**config.mk**
```make
export PLATFORM = sky130hd
export DESIGN_NAME = stream_out_port
export DESIGN_NICKNAME = d
export VERILOG_FILES = /design/src/rtl/stream_out_pkg.sv /design/src/rtl/sop_rst_sync.sv /design/src/rtl/sop_shift.sv /design/src/rtl/sop_fsm.sv /design/src/rtl/stream_out_port.sv
export SDC_FILE = /design/constraint.sdc
export NUM_CORES = 1
export LEC_CHECK = 0
export BUFFER_PORTS_ARGS = -buffer_cell sky130_fd_sc_hd__buf_4
export CAP_MARGIN = 20
export CORE_MARGIN = 2
export CORE_UTILIZATION = 48
export DETAILED_ROUTE_END_ITERATION = 8
export PLACE_DENSITY = 0.73
export SLEW_MARGIN = 25
export SYNTH_ARGS = -nofsm -noshare
export SYNTH_HDL_FRONTEND = slang
export SYNTH_HIERARCHICAL = 1
export SYNTH_SLANG_ARGS = --single-unit
```
**constraint.sdc**
```tcl
create_clock -name clk -period 1.1 [get_ports clk]
set_input_delay 0.22 -clock clk [delete_from_list [all_inputs] [get_ports clk]]
set_output_delay 0.22 -clock clk [all_outputs]
set_load 0.02 [all_outputs]
```
**src/rtl/stream_out_pkg.sv**
```systemverilog
package stream_out_pkg;
  typedef enum logic [2:0] {
    ST_IDLE,
    ST_WAIT,
    ST_SER,
    ST_PSET,
    ST_PSTB,
    ST_PGAP
  } port_st_e;
endpackage

```
**src/rtl/sop_rst_sync.sv**
```systemverilog
module sop_rst_sync (
  input  logic clk,
  input  logic rst_n,
  output logic rst_sync_n
);
  logic s1_q;

  always_ff @(posedge clk or negedge rst_n) begin
    if (!rst_n) begin
      s1_q       <= 1'b0;
      rst_sync_n <= 1'b0;
    end else begin
      s1_q       <= 1'b1;
      rst_sync_n <= s1_q;
    end
  end
endmodule

```
**src/rtl/sop_shift.sv**
```systemverilog
module sop_shift #(
  parameter int W = 8
) (
  input  logic         clk,
  input  logic         rst_n,
  input  logic         load,
  input  logic [W-1:0] d,
  input  logic         shift_en,
  output logic [W-1:0] hold_q,
  output logic         msb
);
  logic [W-1:0] sh_q, sh_d, hold_d;

  always_comb begin
    hold_d = hold_q;
    sh_d   = sh_q;
    if (load) begin
      hold_d = d;
      sh_d   = d;
    end else if (shift_en) begin
      sh_d = {sh_q[W-2:0], 1'b0};
    end
  end

  always_ff @(posedge clk or negedge rst_n) begin
    if (!rst_n) begin
      hold_q <= '0;
      sh_q   <= '0;
    end else begin
      hold_q <= hold_d;
      sh_q   <= sh_d;
    end
  end

  assign msb = sh_q[W-1];
endmodule

```
**src/rtl/sop_fsm.sv**
```systemverilog
module sop_fsm
  import stream_out_pkg::*;
#(
  parameter int               CNT_W    = 4,
  parameter logic [CNT_W-1:0] CNT_LAST = '1
) (
  input  logic             clk,
  input  logic             rst_n,
  input  logic             in_valid,
  input  logic             in_is_audio,
  input  logic             in_err,
  input  logic             mode_par,
  input  logic             vreq_n,
  input  logic             areq_n,
  output port_st_e         st,
  output logic [CNT_W-1:0] cnt,
  output logic             load,
  output logic             shift_en,
  output logic             aud_q,
  output logic             err_q,
  output logic             par_q
);
  port_st_e         st_d;
  logic [CNT_W-1:0] cnt_d;
  logic             start, req_ok;

  assign req_ok = aud_q ? !areq_n : !vreq_n;

  always_comb begin
    st_d     = st;
    cnt_d    = cnt;
    load     = 1'b0;
    shift_en = 1'b0;
    start    = 1'b0;
    case (st)
      ST_IDLE: if (in_valid) begin
        load = 1'b1;
        st_d = ST_WAIT;
      end
      ST_WAIT: if (req_ok) begin
        start = 1'b1;
        cnt_d = '0;
        st_d  = mode_par ? ST_PSET : ST_SER;
      end
      ST_SER: begin
        shift_en = cnt[0];
        cnt_d    = cnt + 1'b1;
        if (cnt == CNT_LAST) st_d = ST_IDLE;
      end
      ST_PSET: st_d = ST_PSTB;
      ST_PSTB: st_d = ST_PGAP;
      ST_PGAP: st_d = ST_IDLE;
      default: st_d = ST_IDLE;
    endcase
  end

  always_ff @(posedge clk or negedge rst_n) begin
    if (!rst_n) begin
      st    <= ST_IDLE;
      cnt   <= '0;
      aud_q <= 1'b0;
      err_q <= 1'b0;
      par_q <= 1'b0;
    end else begin
      st  <= st_d;
      cnt <= cnt_d;
      if (load) begin
        aud_q <= in_is_audio;
        err_q <= in_err;
      end
      if (start) par_q <= mode_par;
    end
  end
endmodule

```
**src/rtl/stream_out_port.sv**
```systemverilog
module stream_out_port
  import stream_out_pkg::*;
#(
  parameter int BYTE_W = 8
) (
  input  logic              clk,
  input  logic              rst_n,
  input  logic              mode_par,
  input  logic              in_valid,
  output logic              in_ready,
  input  logic [BYTE_W-1:0] in_data,
  input  logic              in_is_audio,
  input  logic              in_err,
  input  logic              vreq_n,
  input  logic              areq_n,
  output logic              ser_data,
  output logic              ser_clk,
  output logic              vid_vld,
  output logic              aud_vld,
  output logic              err_n,
  output logic [BYTE_W-1:0] par_data
);
  localparam int               SER_TICKS = 2 * BYTE_W;
  localparam int               CNT_W     = $clog2(SER_TICKS);
  localparam logic [CNT_W-1:0] CNT_LAST  = CNT_W'(SER_TICKS - 1);

  logic              rst_i_n;
  port_st_e          st;
  logic [CNT_W-1:0]  cnt;
  logic              load, shift_en, aud_q, err_q, par_q, msb;
  logic [BYTE_W-1:0] hold_q;
  logic              win, par_busy;

  sop_rst_sync u_rst (
    .clk        (clk),
    .rst_n      (rst_n),
    .rst_sync_n (rst_i_n)
  );

  sop_fsm #(.CNT_W(CNT_W), .CNT_LAST(CNT_LAST)) u_fsm (
    .clk         (clk),
    .rst_n       (rst_i_n),
    .in_valid    (in_valid),
    .in_is_audio (in_is_audio),
    .in_err      (in_err),
    .mode_par    (mode_par),
    .vreq_n      (vreq_n),
    .areq_n      (areq_n),
    .st          (st),
    .cnt         (cnt),
    .load        (load),
    .shift_en    (shift_en),
    .aud_q       (aud_q),
    .err_q       (err_q),
    .par_q       (par_q)
  );

  sop_shift #(.W(BYTE_W)) u_shift (
    .clk      (clk),
    .rst_n    (rst_i_n),
    .load     (load),
    .d        (in_data),
    .shift_en (shift_en),
    .hold_q   (hold_q),
    .msb      (msb)
  );

  // Strobe window: every tick of a serial byte, or the single strobe clock in parallel
  assign win      = (st == ST_SER) || (st == ST_PSTB);
  assign par_busy = (st == ST_PSET) || (st == ST_PSTB) || (st == ST_PGAP);

  assign in_ready = (st == ST_IDLE);
  assign vid_vld  = win && !aud_q;
  assign aud_vld  = win && aud_q;
  assign err_n    = !(win && err_q);
  assign ser_clk  = (st == ST_SER) && cnt[0];
  assign ser_data = (st == ST_SER) && msb;
  assign par_data = par_busy ? hold_q : '0;
endmodule


```
Word level (Yosys, flattened, before mapping)
Index checks and enable logic that the tools add are counted.

operators by class
  muxes and demuxes = 14
  $add $sub $neg = 1
  reduce and logical (&&, ||, !) cells = 17
  equal/unequal tests = 9

operators by type and width
  cell                   count
  $mux W8                3
  $pmux W3 S5            1
  $mux W3                3
  $pmux W4 S2            1
  $eq A3 B2 Y1 const B   2
  $eq A3 B3 Y1 const B   2
  $logic_and A1 B1 Y1    5
  $mux W1                5
  $add A4 B1 Y4 const B  1
  $eq A4 B4 Y1 const B   1
  $logic_not A1 Y1       4
  $mux W4                1
  $ne A2 B1 Y1 const B   2
  $reduce_bool A2 Y1     2
  $eq A3 B1 Y1 const B   1
  $logic_not A3 Y1       1
  $logic_or A1 B1 Y1     3
  $reduce_and A3 Y1      1
  $ne A2 B2 Y1 const B   1
  $reduce_and A2 Y1      1

word-level totals
  input bits = 16
  output and inout bits = 14
  logic and storage cells = 49
  bits in registers = 27

Depth between registers and ports, before layout
  depth in word-level cells = 4
  mapped depth = 6
  gate-level depth less buffers = 4

Modules after synthesis
The synthesis kept the hierarchy.

modules (own cells, without submodules)
  module           area an instance (µm²)  seq. area each (µm²)  times used  cells each
  sop_shift        640.6                   400.4                 1           59
  sop_fsm          555.5                   250.2                 1           52
  stream_out_port  125.1                   0.0                   1           18
  sop_rst_sync     53.8                    50.0                  1           3

Least setup slack after synthesis
Ideal clock, no wire load.

  path type = register -> register
  from = reg u_fsm.st[1]
  to = reg u_shift.sh_q[1]
  cell stages (with the launch flop) = 7
  data required time = 0.977 ns
  slack = -0.533 ns
  data arrival time = 1.509 ns
  clock period less this slack = 1.633 ns
  cells stage by stage = dfrtp_1 buf_2 or3b_1 nor2_1 buf_6 mux2i_1 o21ai_1

between the ends
  cells in the longest elaborated chain, start to end = 3

ends and longest elaborated chain
  what                                 RTL line               RTL
  from (decl)                          sop_fsm.sv:15          output port_st_e st,
  from (signal assigned)               sop_fsm.sv:65          st <= st_d;
  $eq A3 B2 Y1                         sop_fsm.sv:35          case (st)
  $mux W1                              sop_fsm.sv:35
  net shift_en                         stream_out_port.sv:30  logic load, shift_en, aud_q, err_q, par_q, msb;
  $reduce_bool A2 Y1 (no source line)  n/a
  to (signal assigned)                 sop_shift.sv:28        sh_q <= '0;
  to (signal assigned)                 sop_shift.sv:31        sh_q <= sh_d;
  to (decl)                            sop_shift.sv:12        logic [W-1:0] sh_q, sh_d, hold_d;

The timed path passes the listed nets, and every way through them passes these cells.
A chain may end at the register's enable or synchronous reset.

Worst setup path after layout
  from = reg u_fsm.st[2]
  to = out err_n

between the ends
  cells in the longest elaborated chain, start to end = 4

ends and longest elaborated chain
  what                                          RTL line               RTL
  $eq A3 B2 Y1 or $eq A3 B3 Y1 (tied branches)  stream_out_port.sv:69  assign win = (st == ST_SER) || (st == ST_PSTB);
  $logic_or A1 B1 Y1 (*)                        stream_out_port.sv:69
  $logic_and A1 B1 Y1 (*)                       stream_out_port.sv:75  assign err_n = !(win && err_q);
  $logic_not A1 Y1 (*)                          stream_out_port.sv:75
  to (decl)                                     stream_out_port.sv:20  output logic err_n,

Every way passes the cells marked *; elsewhere a longest branch is shown, timed or not.

==> metrics.yaml <==
cp-end-kind: "output pin"
critical_path_class: "reg -> out"
met1_length_um: 1616
drt-pass1-iter-count: 4
hold_viol: 0
placed_cells: 203
regArea_um2: 678.2
drt_iter0_markers: 54
rows: 19
fillers: 133
wl_met2_um: 2084
antenna_found_initial: 0
crit_cells: 4
r2r_cells: 7
viasPerCell: 5.710
met3_length_um: 224
p_leak_nw: 1.002
drive_gt1_frac: 0.5737
max_stage_delay_ns: 0.48
rsz0062_at_grt: "true"
hold_class: "in -> reg"
dp_hpwl_um: 2177
vias: 1262
fp.dieH_um: 56.74
cp_top_family: "flip-flops"
core_area_um2: 2710
path_clk_slew_ns: 0.15
crit_buf_inv: 2
arrival_ns: 1.59
cts_num_sinks: 27
final_common_cell: "buf_4"
initial_core_util: 0.4926
clock_tree.root_cell: "clkbuf_4"
layout_common_cells: "buf_4 (34), dfrtp_1 (25), buf_6 (18)"
track_usage: 0.2415
cts_buffer_depth: 2
nNetsFinal: 208
syn_area_um2: 1335
grt_max_degree: 23
violations: "setup timing"
worstPathCellList: "buf_6, xnor2_4, or3b_4, buf_6"
synthesis.instances: 130
yosysWarnings: 6
grt_first_pass_wirelength_um: 6030
route.detailed.drc: 0
clock.fmax_ghz: 0.5539
multi_input_area_um2: 828.3
globalRoute.totalOverflow: 0
ir_drop_mv: 2.492
fp.dieW_um: 56.74
total_power_w: 0.006393
top_layer_used: "met4"
min_period_ns: 1.805
cap_violations: 0
slew_violations: 0
hold_path_depth: 3
status: "finished with violations"
htreeDepth: 1
cts_tree: "done"
postRouteAntennaNets: 0
powerDensity_nw_per_um2: 2812
grt_pass1_vias: 1254
io_pins: 30
syn_nets: 147
required_ns: 0.88
cp_max_fo: 3
setup_violations: 39
antenna-diode-count: 0
crit_top_cell: "buf_6"
gp_congestion: 0.8619
worst_skew_pair.late_latency_ns: 0.34
finalClockSkew_ns: 0.008441
startpoint_type: "flop"
syn_area_per_cell_um2: 10.27
port_buffers: 29
finalCritPeriodShare: 1.641
wire_per_inst_um: 18.08
cts_buffers: 3
instances_no_fill: 221
die-area_um2: 3219
crit_slowest_cell: "dfrtp_2"
worst_slack_ns: -0.7055
routed_wl_um: 3996
syn_to_final_growth_pct: 70.29
## flip-flops by register name, indices dropped and copies added, names as in the netlist
name / count
u_shift/sh_q: 8
u_rst/rst_sync_n: 1
u_fsm/aud_q: 1
u_fsm/st: 3
u_rst/s1_q: 1
u_shift/hold_q: 8
u_fsm/err_q: 1
u_fsm/cnt: 4
## area by class of cell
cell class | instances | share of cell area
Clock buffer | 4 | 0.01156
Inverter | 11 | 0.01926
Multi-Input combinational cell | 86 | 0.3643
Sequential cell | 27 | 0.2983
Tap cell | 31 | 0.01706
Timing Repair Buffer | 62 | 0.2895
## tightest hold or removal path: cells and delay by family
kind | cells | cell delay (ns)
AND/OR/NAND/NOR | 1 | 0.06
buffers and inverters | 1 | 0.08
AO/OA/AOI/OAI | 1 | 0.05
## per-layer routing
layer | GRT usage | vias to the layer above
li1 | - | 585
met1 | 0.3143 | 618
met2 | 0.4186 | 50
met3 | 0.03687 | 9
met4 | 0.06645 | 0
met5 | 0 | -
## metrics by stage
stage | setup TNS [ns] | setup WS, ns | hold WS [ns] | area [um^2] | util
floorplan | -11.59 | -0.4786 | -0.07559 | 1386 | -
global placement | -9.825 | -0.3426 | 0.002612 | 1797 | 0.6630
detailed placement | -11.22 | -0.4064 | 0.003633 | 1797 | 0.6630
CTS | -18.45 | -0.6689 | 0.09416 | 2108 | 0.7779
global route | -23.47 | -0.7612 | 0.07196 | 2273 | 0.8389
finish | -21.60 | -0.7055 | 0.09383 | 2273 | 0.8389
## final timing paths
path	slack [ns]	end	startpoint
min	0.09	u_shift/hold_q[5]$_DFFE_PN0P_	in_data[5]
min reg2reg	0.10	u_fsm/err_q$_DFFE_PN0P_	u_rst/rst_sync_n$_DFF_PN0_
max in group asynchronous	0.61	u_shift/hold_q[0]$_DFFE_PN0P_	u_rst/rst_sync_n$_DFF_PN0_
max	-0.71	err_n	u_fsm/st[2]$_DFFE_PN0P_
min in group asynchronous	0.10	u_fsm/err_q$_DFFE_PN0P_	u_rst/rst_sync_n$_DFF_PN0_
max reg2reg	-0.65	u_shift/hold_q[4]$_DFFE_PN0P_	u_fsm/st[2]$_DFFE_PN0P_
## power breakdown
group | switching, W | total (W) | internal (W) | leakage, nW
Clock | 0.000311 | 0.000454 | 0.000143 | 0.0150
Sequential | 0.000347 | 0.00177 | 0.00142 | 0.333
Combinational | 0.00192 | 0.00417 | 0.00226 | 0.654
## timing repair
item,in CTS,in global routing
setup endpoints to repair,39,39
pin swaps,11,14
hold buffers,1,0
buffers inserted,8,4
endpoints found under the hold margin,2,0
resized for setup,42,33
cloned,2,0
No activity file was read; power rests on OpenSTA's default activity.
